$ cat src/rtl/cordic_sine_pkg.sv
`timescale 1ns / 1ps
// Package: constants and elaboration-time math shared by the CORDIC sine core.
// Assumes callers pass widths in the legal range 8..24.
package cordic_sine_pkg;

    // Fraction bits appended below the phase LSB in the residual angle.
    localparam int ZG  = 4;
    // Fraction bits appended below the sample LSB in the X/Y data path.
    localparam int XYG = 2;

    localparam real TWO_PI = 6.283185307179586;

    // Arctangent of 2^-idx in units where a full turn equals 2^frac_bits.
    function automatic int atan_units(input int idx, input int frac_bits);
        real ang;
        ang = $atan(2.0 ** (-idx));
        return $rtoi(ang * (2.0 ** frac_bits) / TWO_PI + 0.5);
    endfunction

    // Start value of X: full scale less two LSB, times the inverse CORDIC gain.
    function automatic int gain_seed(input int dw, input int iters);
        real k;
        k = 1.0;
        for (int i = 0; i < iters; i++) begin
            k = k / $sqrt(1.0 + 2.0 ** (-2 * i));
        end
        return $rtoi(k * (2.0 ** (dw - 1) - 2.0) * (2.0 ** XYG));
    endfunction

    // Largest residual angle expected after the last rotation.
    function automatic int resid_limit(input int pw, input int dw);
        return atan_units(dw - 1, pw + ZG) + dw + 2;
    endfunction

endpackage

$ cat src/rtl/cordic_phase_fold.sv
`timescale 1ns / 1ps
// Module: first pipeline stage. Folds the phase into [-90, +90) degrees using
// the two top phase bits, records whether the result must be negated, and
// loads X with the gain-compensated start value and Y with zero.
// Assumes PHASE_W >= 3. The data registers carry no reset by design.
module cordic_phase_fold #(
    parameter int PHASE_W = 16,
    parameter int XYW     = 19,
    parameter int ZW      = 21,
    parameter int SIDE_W  = 8,
    parameter int SEED    = 0
) (
    input  logic                     clk,
    input  logic                     step_en,
    input  logic [PHASE_W-1:0]       phase_i,
    input  logic [SIDE_W-1:0]        side_i,
    output logic signed [XYW-1:0]    x_o,
    output logic signed [XYW-1:0]    y_o,
    output logic signed [ZW-1:0]     z_o,
    output logic                     neg_o,
    output logic [SIDE_W-1:0]        side_o
);
    import cordic_sine_pkg::*;

    logic                 flip;
    logic [PHASE_W-1:0]   folded;
    logic signed [ZW-1:0] z_start;

    // Quadrants 01 and 10 are moved by half a turn and marked for negation.
    always_comb begin
        flip    = phase_i[PHASE_W-1] ^ phase_i[PHASE_W-2];
        folded  = {phase_i[PHASE_W-1] ^ flip, phase_i[PHASE_W-2:0]};
        z_start = {folded[PHASE_W-1], folded, {ZG{1'b0}}};
    end

    // Register the folded angle and start vector when the converter steps.
    always_ff @(posedge clk) begin
        if (step_en) begin
            x_o    <= XYW'(SEED);
            y_o    <= '0;
            z_o    <= z_start;
            neg_o  <= flip;
            side_o <= side_i;
        end
    end

endmodule

$ cat src/rtl/cordic_micro_rotation.sv
`timescale 1ns / 1ps
// Module: one rotation-mode CORDIC iteration. X and Y are shifted right
// arithmetically by STAGE first; the shifted terms are then added or
// subtracted, and only the sums are registered. The direction follows the
// sign of the residual angle. The angle step is computed from PHASE_W.
module cordic_micro_rotation #(
    parameter int STAGE   = 0,
    parameter int PHASE_W = 16,
    parameter int XYW     = 19,
    parameter int ZW      = 21,
    parameter int SIDE_W  = 8
) (
    input  logic                  clk,
    input  logic                  step_en,
    input  logic signed [XYW-1:0] x_i,
    input  logic signed [XYW-1:0] y_i,
    input  logic signed [ZW-1:0]  z_i,
    input  logic                  neg_i,
    input  logic [SIDE_W-1:0]     side_i,
    output logic signed [XYW-1:0] x_o,
    output logic signed [XYW-1:0] y_o,
    output logic signed [ZW-1:0]  z_o,
    output logic                  neg_o,
    output logic [SIDE_W-1:0]     side_o
);
    import cordic_sine_pkg::*;

    localparam int ANGLE = atan_units(STAGE, PHASE_W + ZG);
    localparam logic signed [ZW-1:0] STEP = ZW'(ANGLE);

    logic signed [XYW-1:0] x_sh;
    logic signed [XYW-1:0] y_sh;
    logic                  down;

    // Shift the operands before the add/subtract; decide rotation sense.
    always_comb begin
        x_sh = x_i >>> STAGE;
        y_sh = y_i >>> STAGE;
        down = ~z_i[ZW-1];
    end

    // Register the rotated vector, the updated residual and the sideband.
    always_ff @(posedge clk) begin
        if (step_en) begin
            x_o    <= down ? (x_i - y_sh) : (x_i + y_sh);
            y_o    <= down ? (y_i + x_sh) : (y_i - x_sh);
            z_o    <= down ? (z_i - STEP) : (z_i + STEP);
            neg_o  <= neg_i;
            side_o <= side_i;
        end
    end

endmodule

$ cat src/rtl/cordic_sample_shape.sv
`timescale 1ns / 1ps
// Module: last pipeline stage. Restores the sign removed by the quadrant fold,
// drops the guard bits with round-half-up, clamps to a symmetric range, and
// adapts to OUT_W: rounding when narrower, zero-filled left shift when wider.
// Only this output register is reset.
module cordic_sample_shape #(
    parameter int DATA_W = 16,
    parameter int OUT_W  = 16,
    parameter int XYW    = 19,
    parameter int SIDE_W = 8
) (
    input  logic                     clk,
    input  logic                     rst_n,
    input  logic                     step_en,
    input  logic signed [XYW-1:0]    y_i,
    input  logic                     neg_i,
    input  logic [SIDE_W-1:0]        side_i,
    output logic signed [OUT_W-1:0]  sine_o,
    output logic [SIDE_W-1:0]        side_o
);
    import cordic_sine_pkg::*;

    localparam int KW   = (OUT_W <= DATA_W) ? OUT_W : DATA_W;
    localparam int DROP = XYG + DATA_W - KW;
    localparam int VW   = XYW + 1;
    localparam logic signed [VW-1:0] HALF  = VW'(1) <<< (DROP - 1);
    localparam logic signed [VW-1:0] K_MAX = VW'((1 << (KW - 1)) - 1);
    localparam logic signed [VW-1:0] K_MIN = -K_MAX;

    logic signed [VW-1:0]    signed_v;
    logic signed [VW-1:0]    rounded;
    logic signed [KW-1:0]    kept;
    logic signed [OUT_W-1:0] shaped;

    // Apply the fold sign, round away the dropped bits and clamp.
    always_comb begin
        signed_v = {y_i[XYW-1], y_i};
        if (neg_i) begin
            signed_v = -signed_v;
        end
        rounded = (signed_v + HALF) >>> DROP;
        if (rounded > K_MAX) begin
            kept = K_MAX[KW-1:0];
        end else if (rounded < K_MIN) begin
            kept = K_MIN[KW-1:0];
        end else begin
            kept = rounded[KW-1:0];
        end
    end

    generate
        if (OUT_W > DATA_W) begin : g_widen
            // Wider output: shift left and pad with zeros.
            always_comb shaped = {kept, {(OUT_W - DATA_W){1'b0}}};
        end else begin : g_keep
            // Narrower or equal output: the rounded value is the sample.
            always_comb shaped = kept;
        end
    endgenerate

    // Output register: cleared by reset, otherwise loaded on each step.
    always_ff @(posedge clk) begin
        if (!rst_n) begin
            sine_o <= '0;
            side_o <= '0;
        end else if (step_en) begin
            sine_o <= shaped;
            side_o <= side_i;
        end
    end

endmodule

$ cat src/rtl/cordic_sine_core.sv
`timescale 1ns / 1ps
// Module: top of the pipelined CORDIC sine generator. One fold stage,
// DATA_W rotation stages and one output stage, so the latency is DATA_W+2
// enabled cycles. Assumes PHASE_W and DATA_W in 8..24 and
// OUT_W >= 2.
module cordic_sine_core #(
    parameter int PHASE_W = 16,
    parameter int DATA_W  = 16,
    parameter int OUT_W   = 16,
    parameter int SIDE_W  = 8
) (
    input  logic                     clk,
    input  logic                     rst_n,
    input  logic                     step_en,
    input  logic [PHASE_W-1:0]       phase_i,
    input  logic [SIDE_W-1:0]        side_i,
    output logic signed [OUT_W-1:0]  sine_o,
    output logic [SIDE_W-1:0]        side_o
);
    import cordic_sine_pkg::*;

    localparam int N_ITER = DATA_W;
    localparam int XYW    = DATA_W + 1 + XYG;
    localparam int ZW     = PHASE_W + 1 + ZG;
    localparam int SEED   = gain_seed(DATA_W, N_ITER);

    logic signed [XYW-1:0] x_pipe    [0:N_ITER];
    logic signed [XYW-1:0] y_pipe    [0:N_ITER];
    logic signed [ZW-1:0]  z_pipe    [0:N_ITER];
    logic                  neg_pipe  [0:N_ITER];
    logic [SIDE_W-1:0]     side_pipe [0:N_ITER];
    logic signed [ZW-1:0]  fold_z;
    logic signed [ZW-1:0]  last_z;

    // Expose the first and last residual angles to the bound checker.
    always_comb begin
        fold_z = z_pipe[0];
        last_z = z_pipe[N_ITER];
    end

    cordic_phase_fold #(
        .PHASE_W(PHASE_W), .XYW(XYW), .ZW(ZW), .SIDE_W(SIDE_W), .SEED(SEED)
    ) u_fold (
        .clk(clk), .step_en(step_en), .phase_i(phase_i), .side_i(side_i),
        .x_o(x_pipe[0]), .y_o(y_pipe[0]), .z_o(z_pipe[0]),
        .neg_o(neg_pipe[0]), .side_o(side_pipe[0])
    );

    generate
        for (genvar g = 0; g < N_ITER; g++) begin : g_rot
            cordic_micro_rotation #(
                .STAGE(g), .PHASE_W(PHASE_W), .XYW(XYW), .ZW(ZW), .SIDE_W(SIDE_W)
            ) u_rot (
                .clk(clk), .step_en(step_en),
                .x_i(x_pipe[g]), .y_i(y_pipe[g]), .z_i(z_pipe[g]),
                .neg_i(neg_pipe[g]), .side_i(side_pipe[g]),
                .x_o(x_pipe[g+1]), .y_o(y_pipe[g+1]), .z_o(z_pipe[g+1]),
                .neg_o(neg_pipe[g+1]), .side_o(side_pipe[g+1])
            );
        end
    endgenerate

    cordic_sample_shape #(
        .DATA_W(DATA_W), .OUT_W(OUT_W), .XYW(XYW), .SIDE_W(SIDE_W)
    ) u_shape (
        .clk(clk), .rst_n(rst_n), .step_en(step_en),
        .y_i(y_pipe[N_ITER]), .neg_i(neg_pipe[N_ITER]), .side_i(side_pipe[N_ITER]),
        .sine_o(sine_o), .side_o(side_o)
    );

endmodule

$ cat config.mk
export PLATFORM = sky130hd
export DESIGN_NAME = cordic_sine_core
export DESIGN_NICKNAME = d
export VERILOG_FILES = /design/src/rtl/cordic_sine_pkg.sv /design/src/rtl/cordic_phase_fold.sv /design/src/rtl/cordic_micro_rotation.sv /design/src/rtl/cordic_sample_shape.sv /design/src/rtl/cordic_sine_core.sv
export SDC_FILE = /design/constraint.sdc
export NUM_CORES = 2
export LEC_CHECK = 0
export BUFFER_PORTS_ARGS = -buffer_cell sky130_fd_sc_hd__buf_2
export CELL_PAD_IN_SITES_DETAIL_PLACEMENT = 1
export CELL_PAD_IN_SITES_GLOBAL_PLACEMENT = 1
export CORE_MARGIN = 10
export CORE_UTILIZATION = 50
export CTS_CLUSTER_DIAMETER = 200
export DETAILED_ROUTE_END_ITERATION = 10
export PLACE_DENSITY_LB_ADDON = 0.15
export SLEW_MARGIN = 20
export SYNTH_ARGS = -nofsm -noshare
export SYNTH_HDL_FRONTEND = slang
export SYNTH_SLANG_ARGS = --single-unit
$ cat constraint.sdc
create_clock -name clk -period 9.41 [get_ports clk]
set_clock_uncertainty 0.1 [all_clocks]
set_input_delay 1.4115 -clock clk [delete_from_list [all_inputs] [get_ports clk]]
set_output_delay 1.4115 -clock clk [all_outputs]
set_load 0.02 [all_outputs]
# Yosys cells after proc, flatten, opt, wreduce, memory -nomap -nowiden
# Cells that the tools add are included.
# word_totals
register_bits	1078
in_bits	27
out_inout_bits	24
word_cells	224
# classes
add_sub_neg	90
n_lt_le_gt_ge	2
mux	48
n_bitwise	2
# ops
cell	n
19-bit 2-to-1 mux	30
21-bit 2-to-1 mux	15
19-bit by 10-bit adder with 19-bit output	2
19-bit by 11-bit adder with 19-bit output	2
19-bit by 12-bit adder with 19-bit output	2
19-bit by 13-bit adder with 19-bit output	2
19-bit by 14-bit adder with 19-bit output	2
19-bit by 15-bit adder with 19-bit output	2
19-bit by 16-bit adder with 19-bit output	2
19-bit by 17-bit adder with 19-bit output	2
19-bit by 5-bit adder with 19-bit output	2
19-bit by 6-bit adder with 19-bit output	2
19-bit by 7-bit adder with 19-bit output	2
19-bit by 8-bit adder with 19-bit output	2
19-bit by 9-bit adder with 19-bit output	2
19-bit by 10-bit subtractor with 19-bit output	2
19-bit by 11-bit subtractor with 19-bit output	2
19-bit by 12-bit subtractor with 19-bit output	2
19-bit by 13-bit subtractor with 19-bit output	2
19-bit by 14-bit subtractor with 19-bit output	2
19-bit by 15-bit subtractor with 19-bit output	2
19-bit by 16-bit subtractor with 19-bit output	2
19-bit by 17-bit subtractor with 19-bit output	2
19-bit by 5-bit subtractor with 19-bit output	2
47 further kinds	53

# Logic depth before layout (Yosys ltp)
# logic_depth
depth_word	6
depth_mapped	18
depth_no_buf	18

# Cells and area by module
# A second synthesis with hierarchy kept.
# unflattened
cells_unflattened	8796
hier_area_um2	88078.2
# modules_own_cells
module	instances	cells_each	area_each_um2	seq_area_each_um2
cordic_micro_rotation (g_rot[3].u_rot)	1	580	5695.5	2042.0
cordic_micro_rotation (g_rot[2].u_rot)	1	566	5536.6	2042.0
cordic_micro_rotation (g_rot[6].u_rot)	1	541	5421.4	2042.0
cordic_micro_rotation (g_rot[12].u_rot)	1	551	5395.2	2042.0
cordic_micro_rotation (g_rot[9].u_rot)	1	527	5393.9	2042.0
cordic_micro_rotation (g_rot[5].u_rot)	1	532	5382.7	2042.0
cordic_micro_rotation (g_rot[10].u_rot)	1	535	5322.6	2042.0
cordic_micro_rotation (g_rot[7].u_rot)	1	517	5311.3	2042.0
cordic_micro_rotation (g_rot[4].u_rot)	1	525	5302.6	2042.0
cordic_micro_rotation (g_rot[14].u_rot)	1	529	5255.0	2042.0
cordic_micro_rotation (g_rot[8].u_rot)	1	536	5241.3	2042.0
cordic_micro_rotation (g_rot[11].u_rot)	1	526	5221.3	2042.0
cordic_micro_rotation (g_rot[0].u_rot)	1	534	5216.3	2011.9
cordic_micro_rotation (g_rot[13].u_rot)	1	506	5093.6	2042.0
+4 rows	--	--	--	--

# Worst setup path after synthesis
# No wires, ideal clock.
# synth_path
kind	reg2reg
from	register g_rot[1].u_rot.z_o[20]
to	register g_rot[2].u_rot.y_o[17] (data pin)
setup_ps	258
t_arrival_ps	4098
required_time_ps	9052
path_slack_ps	4955
stages_incl_launch_ff	17
path_buffers	3
period_less_slack_ps	4455
cell_sequence	edfxtp_1 -> clkbuf_1 -> clkbuf_1 -> buf_1 -> mux2i_1 -> ha_1 -> ha_1 -> nor2b_1 -> o21a_1 -> o21ai_0 -> a21oi_1 -> o21ai_0 -> a31oi_1 -> o41ai_1 -> o2111ai_1 -> a21oi_1 -> xnor2_1
# synth_between
elab_chain_cells	1
# synth_lines
item	line_no	text
start, declared	cordic_micro_rotation.sv:22	output logic signed [ZW-1:0] z_o,
start signal, assigned	cordic_micro_rotation.sv:47	z_o <= down ? (z_i - STEP) : (z_i + STEP);
19-bit 2-to-1 mux	cordic_micro_rotation.sv:46	y_o <= down ? (y_i + x_sh) : (y_i - x_sh);
end signal, assigned	cordic_micro_rotation.sv:46	
end, declared	cordic_micro_rotation.sv:21	output logic signed [XYW-1:0] y_o,
# Every way passes these cells.
# A chain may end at the register's enable or synchronous reset.

# Worst setup path in the final report
# layout_path
from	register g_rot[11].u_rot.z_o[20]
to	register g_rot[12].u_rot.y_o[18] (data pin)
# layout_between
elab_chain_cells	1
# layout_lines
item	line_no
start, declared	cordic_micro_rotation.sv:22
start signal, assigned	cordic_micro_rotation.sv:47
19-bit 2-to-1 mux	cordic_micro_rotation.sv:46
end signal, assigned	cordic_micro_rotation.sv:46
end, declared	cordic_micro_rotation.sv:21
# Every way passes these cells.

==> impl_results.md <==
* Synthesized Nets at 7,444
* Post-place instance area at 0.07102 mm^2
* Initial antenna violation count at 0
* Count leader, synth: edfxtp_1
* Slowest CP cell: edfxtp_1
* CP Launch Type: register
* Starting Density at 0.5048
* Post-Syn Area at 0.06863 mm^2
* Buf/Inv on CP at 1
* Register area share after synthesis at 0.4310
* Worst r2r path cells at 13
* TritonCTS clock tree: done
* WL per Instance at 19.42 um
* Area delta synth->final at 9.161%
* Netlist cell types at 80
* RSZ-0062 raised after global routing: no
* Global-route wire length before repair at 270,900 um
* Synth cell count leaders: 969 x edfxtp_1, 801 x ha_1, 623 x nor2_1
* CTS root buffer: clkbuf_16
* # IOs at 51
* Yosys warning count at 0
* Fin Setup TNS at 0 ns
* Synth Flop Type: edfxtp_1
* Via density at 5.781
* DRC Markers at 0
* Pin count of the biggest net entering global routing at 158
* Hold Crit Class: reg2reg
* Row count at 135
* Placed insts at 8,346
* Clk sink count at 993
* Yosys reg bits at 993
* CTS resizes at 0
* WP data arrival at 5.10 ns
* Fmax at 212.8 MHz
* Bufs on Longest Clock Path at 3
* Die ar. at 0.1525 mm^2
* Worst hold path depth at 0
* MaxCap Viol Count at 0
* Crit. End Element: register
* Worst Path Class, Setup: reg2reg
* Final wirelength at 166,100 um
* GRT overflow at 0
* Highest net fanout along the worst path at 29
* Synth area leaders: edfxtp_1 42%, ha_1 15%, xnor2_1 7.6%, a21oi_1 3.6%, nor2_1 3.4%
* Die W at 390.5 um
* Number of global-route vias before repair at 52.47k
* GRT Total Usage at 0.2132
* Slew headroom at 0.3116
* Setup violators final at 0
* Clock buffer count from CTS at 113
* GPL Wtd Cong at 0.8377
* Nets at 7,548
* Worst path most repeated cell: a21oi_1
* Largest incremental delay on the critical path at 0.78 ns
* Run status: finished clean
* Reg clk slew, reported paths at 0.06 ns
* Crit-path leading delay family: compound AO/OA/AOI/OAI gates
* Vias at 49.47k
* ANT cells at 0
* Layout filler cell count at 14.69k
* Pins Over Slew Limit at 0
* WP depth at 13
* Fin. Hold Viols at 0
* 1st-iter DRT viols at 2,065
* H-tree depth at 3
* Min cycle time layout at 4.699 ns
* Period utilisation layout at 0.4994
* Share of layout cells above drive strength 1 at 0.05181
* CP required at 9.81 ns
* Post-synth ARST share at 0
* Post-synth EDFFs at 969
* Most area-hungry cell type in the Yosys netlist: edfxtp_1
* Port bufs at 50
* Layout Cells excl Fill at 8,556
* Cells along the critical path: inv_1 -> nor2_1 -> a21oi_1 -> ha_1 -> and2_1 -> o21a_1 -> a31o_2 -> or4_1 -> a31o_2 -> a21o_1 -> a21oi_1 -> a21oi_1 -> xnor2_1
* Antenna-violating nets left at 0
* Post-CTS Setup Bufs at 0
* Synthesized area per cell at 10.44 um^2
* Finished layout cell area at 0.07492 mm^2
* Clock Latency Late Sink at 0.78 ns
* Core ar. at 0.1360 mm^2
* DIE HEIGHT at 390.5 um
* Yosys top cell area share at 0.4240
* Cells after Synth at 6,576
* # hold bufs at CTS at 0
* Least-Margin Pin Slew at 1.019 ns
* Detailed Routing Iterations Pass 1 at 7
* DP Wirelength at 126,800 um
-- metrics by stage --
step                        util  hold slack [ns]  setup slack (ns)
after global placement    0.5223           0.3003             4.755
after CTS                 0.5510           0.2673             4.691
after global routing      0.5510           0.2776             4.302
after detailed placement  0.5223           0.3052             4.660
final                     0.5510           0.2768             4.711
after floorplan                -           0.3003             4.955
-- final timing paths --
kind / from / endpoint / slack, ns
worst max-delay path: g_rot[11].u_rot.z_o[20]$_DFFE_PP_ / g_rot[12].u_rot.y_o[18]$_DFFE_PP_ / 4.71
worst min-delay path: g_rot[2].u_rot.side_o[6]$_DFFE_PP_ / g_rot[3].u_rot.side_o[6]$_DFFE_PP_ / 0.28
worst max register to register: g_rot[11].u_rot.z_o[20]$_DFFE_PP_ / g_rot[12].u_rot.y_o[18]$_DFFE_PP_ / 4.71
worst min register to register: g_rot[2].u_rot.side_o[6]$_DFFE_PP_ / g_rot[3].u_rot.side_o[6]$_DFFE_PP_ / 0.28
-- final cells by class --
type / instances / area [um^2] / area share
clock buffers: 130 / 2892 / 0.03859
clock inverters: 80 / 1015 / 0.01354
inverters: 347 / 1303 / 0.01738
multi-input cells: 5153 / 37420 / 0.4994
flip-flops and latches: 993 / 29580 / 0.3948
well taps: 1781 / 2228 / 0.02974
repair buffers: 72 / 488.0 / 0.006513
-- placed cells by master (no fill, tap or decap), drive strengths merged, types with 16 or more instances in the layout --
cell type,Yosys,routed
nand2b,45,45
nor3,338,338
buf,15,72
nand2,327,327
nand4,17,17
a31oi,84,84
clkinv,2,49
edfxtp,969,969
o21bai,65,65
or3,63,63
fa,40,40
mux2i,37,37
ha,801,801
clkbuf,68,130
o21a,63,63
xor2,252,252
bufinv,0,16
inv,345,349
mux2,26,26
o21ai,298,298
a21o,125,125
o211ai,56,56
a41o,17,17
dfxtp,24,24
nor2b,131,131
nor4,26,26
a21boi,38,38
and2,49,49
o41ai,28,28
o31ai,23,23
a211o,17,17
or2,47,47
a21oi,500,500
nand3,134,134
a211oi,31,31
nor2,623,623
xnor2,595,595
and3,83,83
-- routing by layer --
layer  global-route usage  share of wire  wire length [um]  up-vias
met5                    0              0                 0        -
met4              0.06638          0.030              5033        0
met2               0.4084           0.53             88270      527
met1               0.2448           0.42             69040    24290
li1                     -              -                 -    24360
met3              0.02460          0.023              3771      295
-- logic make-up (layout without fill, tap and decap cells) --
logic type | Yosys count | count (layout) | share of synthesized area
DFF | 993 | 993 | 0.4310
other | 1 | 1 | 0.00005464
muxes | 63 | 63 | 0.009662
xor gates and xnor gates | 848 | 848 | 0.1084
and+or+nand+nor | 1925 | 1925 | 0.1337
AOI/OAI and AO/OA | 1475 | 1475 | 0.1357
adders and majority gates | 841 | 841 | 0.1577
buffers and inverters | 430 | 629 | 0.02386
-- worst register-to-register path, stage by stage (launching register included) --
cell and delay, ns:
edfxtp_1 0.78, inv_1 0.66, nor2_1 0.57, a21oi_1 0.10
ha_1 0.36, and2_1 0.20, o21a_1 0.16, a31o_2 0.23
or4_1 0.40, a31o_2 0.26, a21o_1 0.18, a21oi_1 0.22
a21oi_1 0.11, xnor2_1 0.14
-- sequential cells by signal, indices dropped and copies added (netlist names) --
| signal | count |
|---|---|
| g_rot.u_rot.x_o | 243 |
| u_fold.side_o | 8 |
| u_fold.z_o | 16 |
| g_rot.u_rot.neg_o | 16 |
| u_shape.sine_o | 16 |
| u_fold.neg_o | 1 |
| g_rot.u_rot.y_o | 285 |
| g_rot.u_rot.side_o | 128 |
| u_shape.side_o | 8 |
| g_rot.u_rot.z_o | 272 |
Power is left out: the tool's default activity adds up to more than one toggle a clock period on the data nets, which glitch-free logic cannot reach.
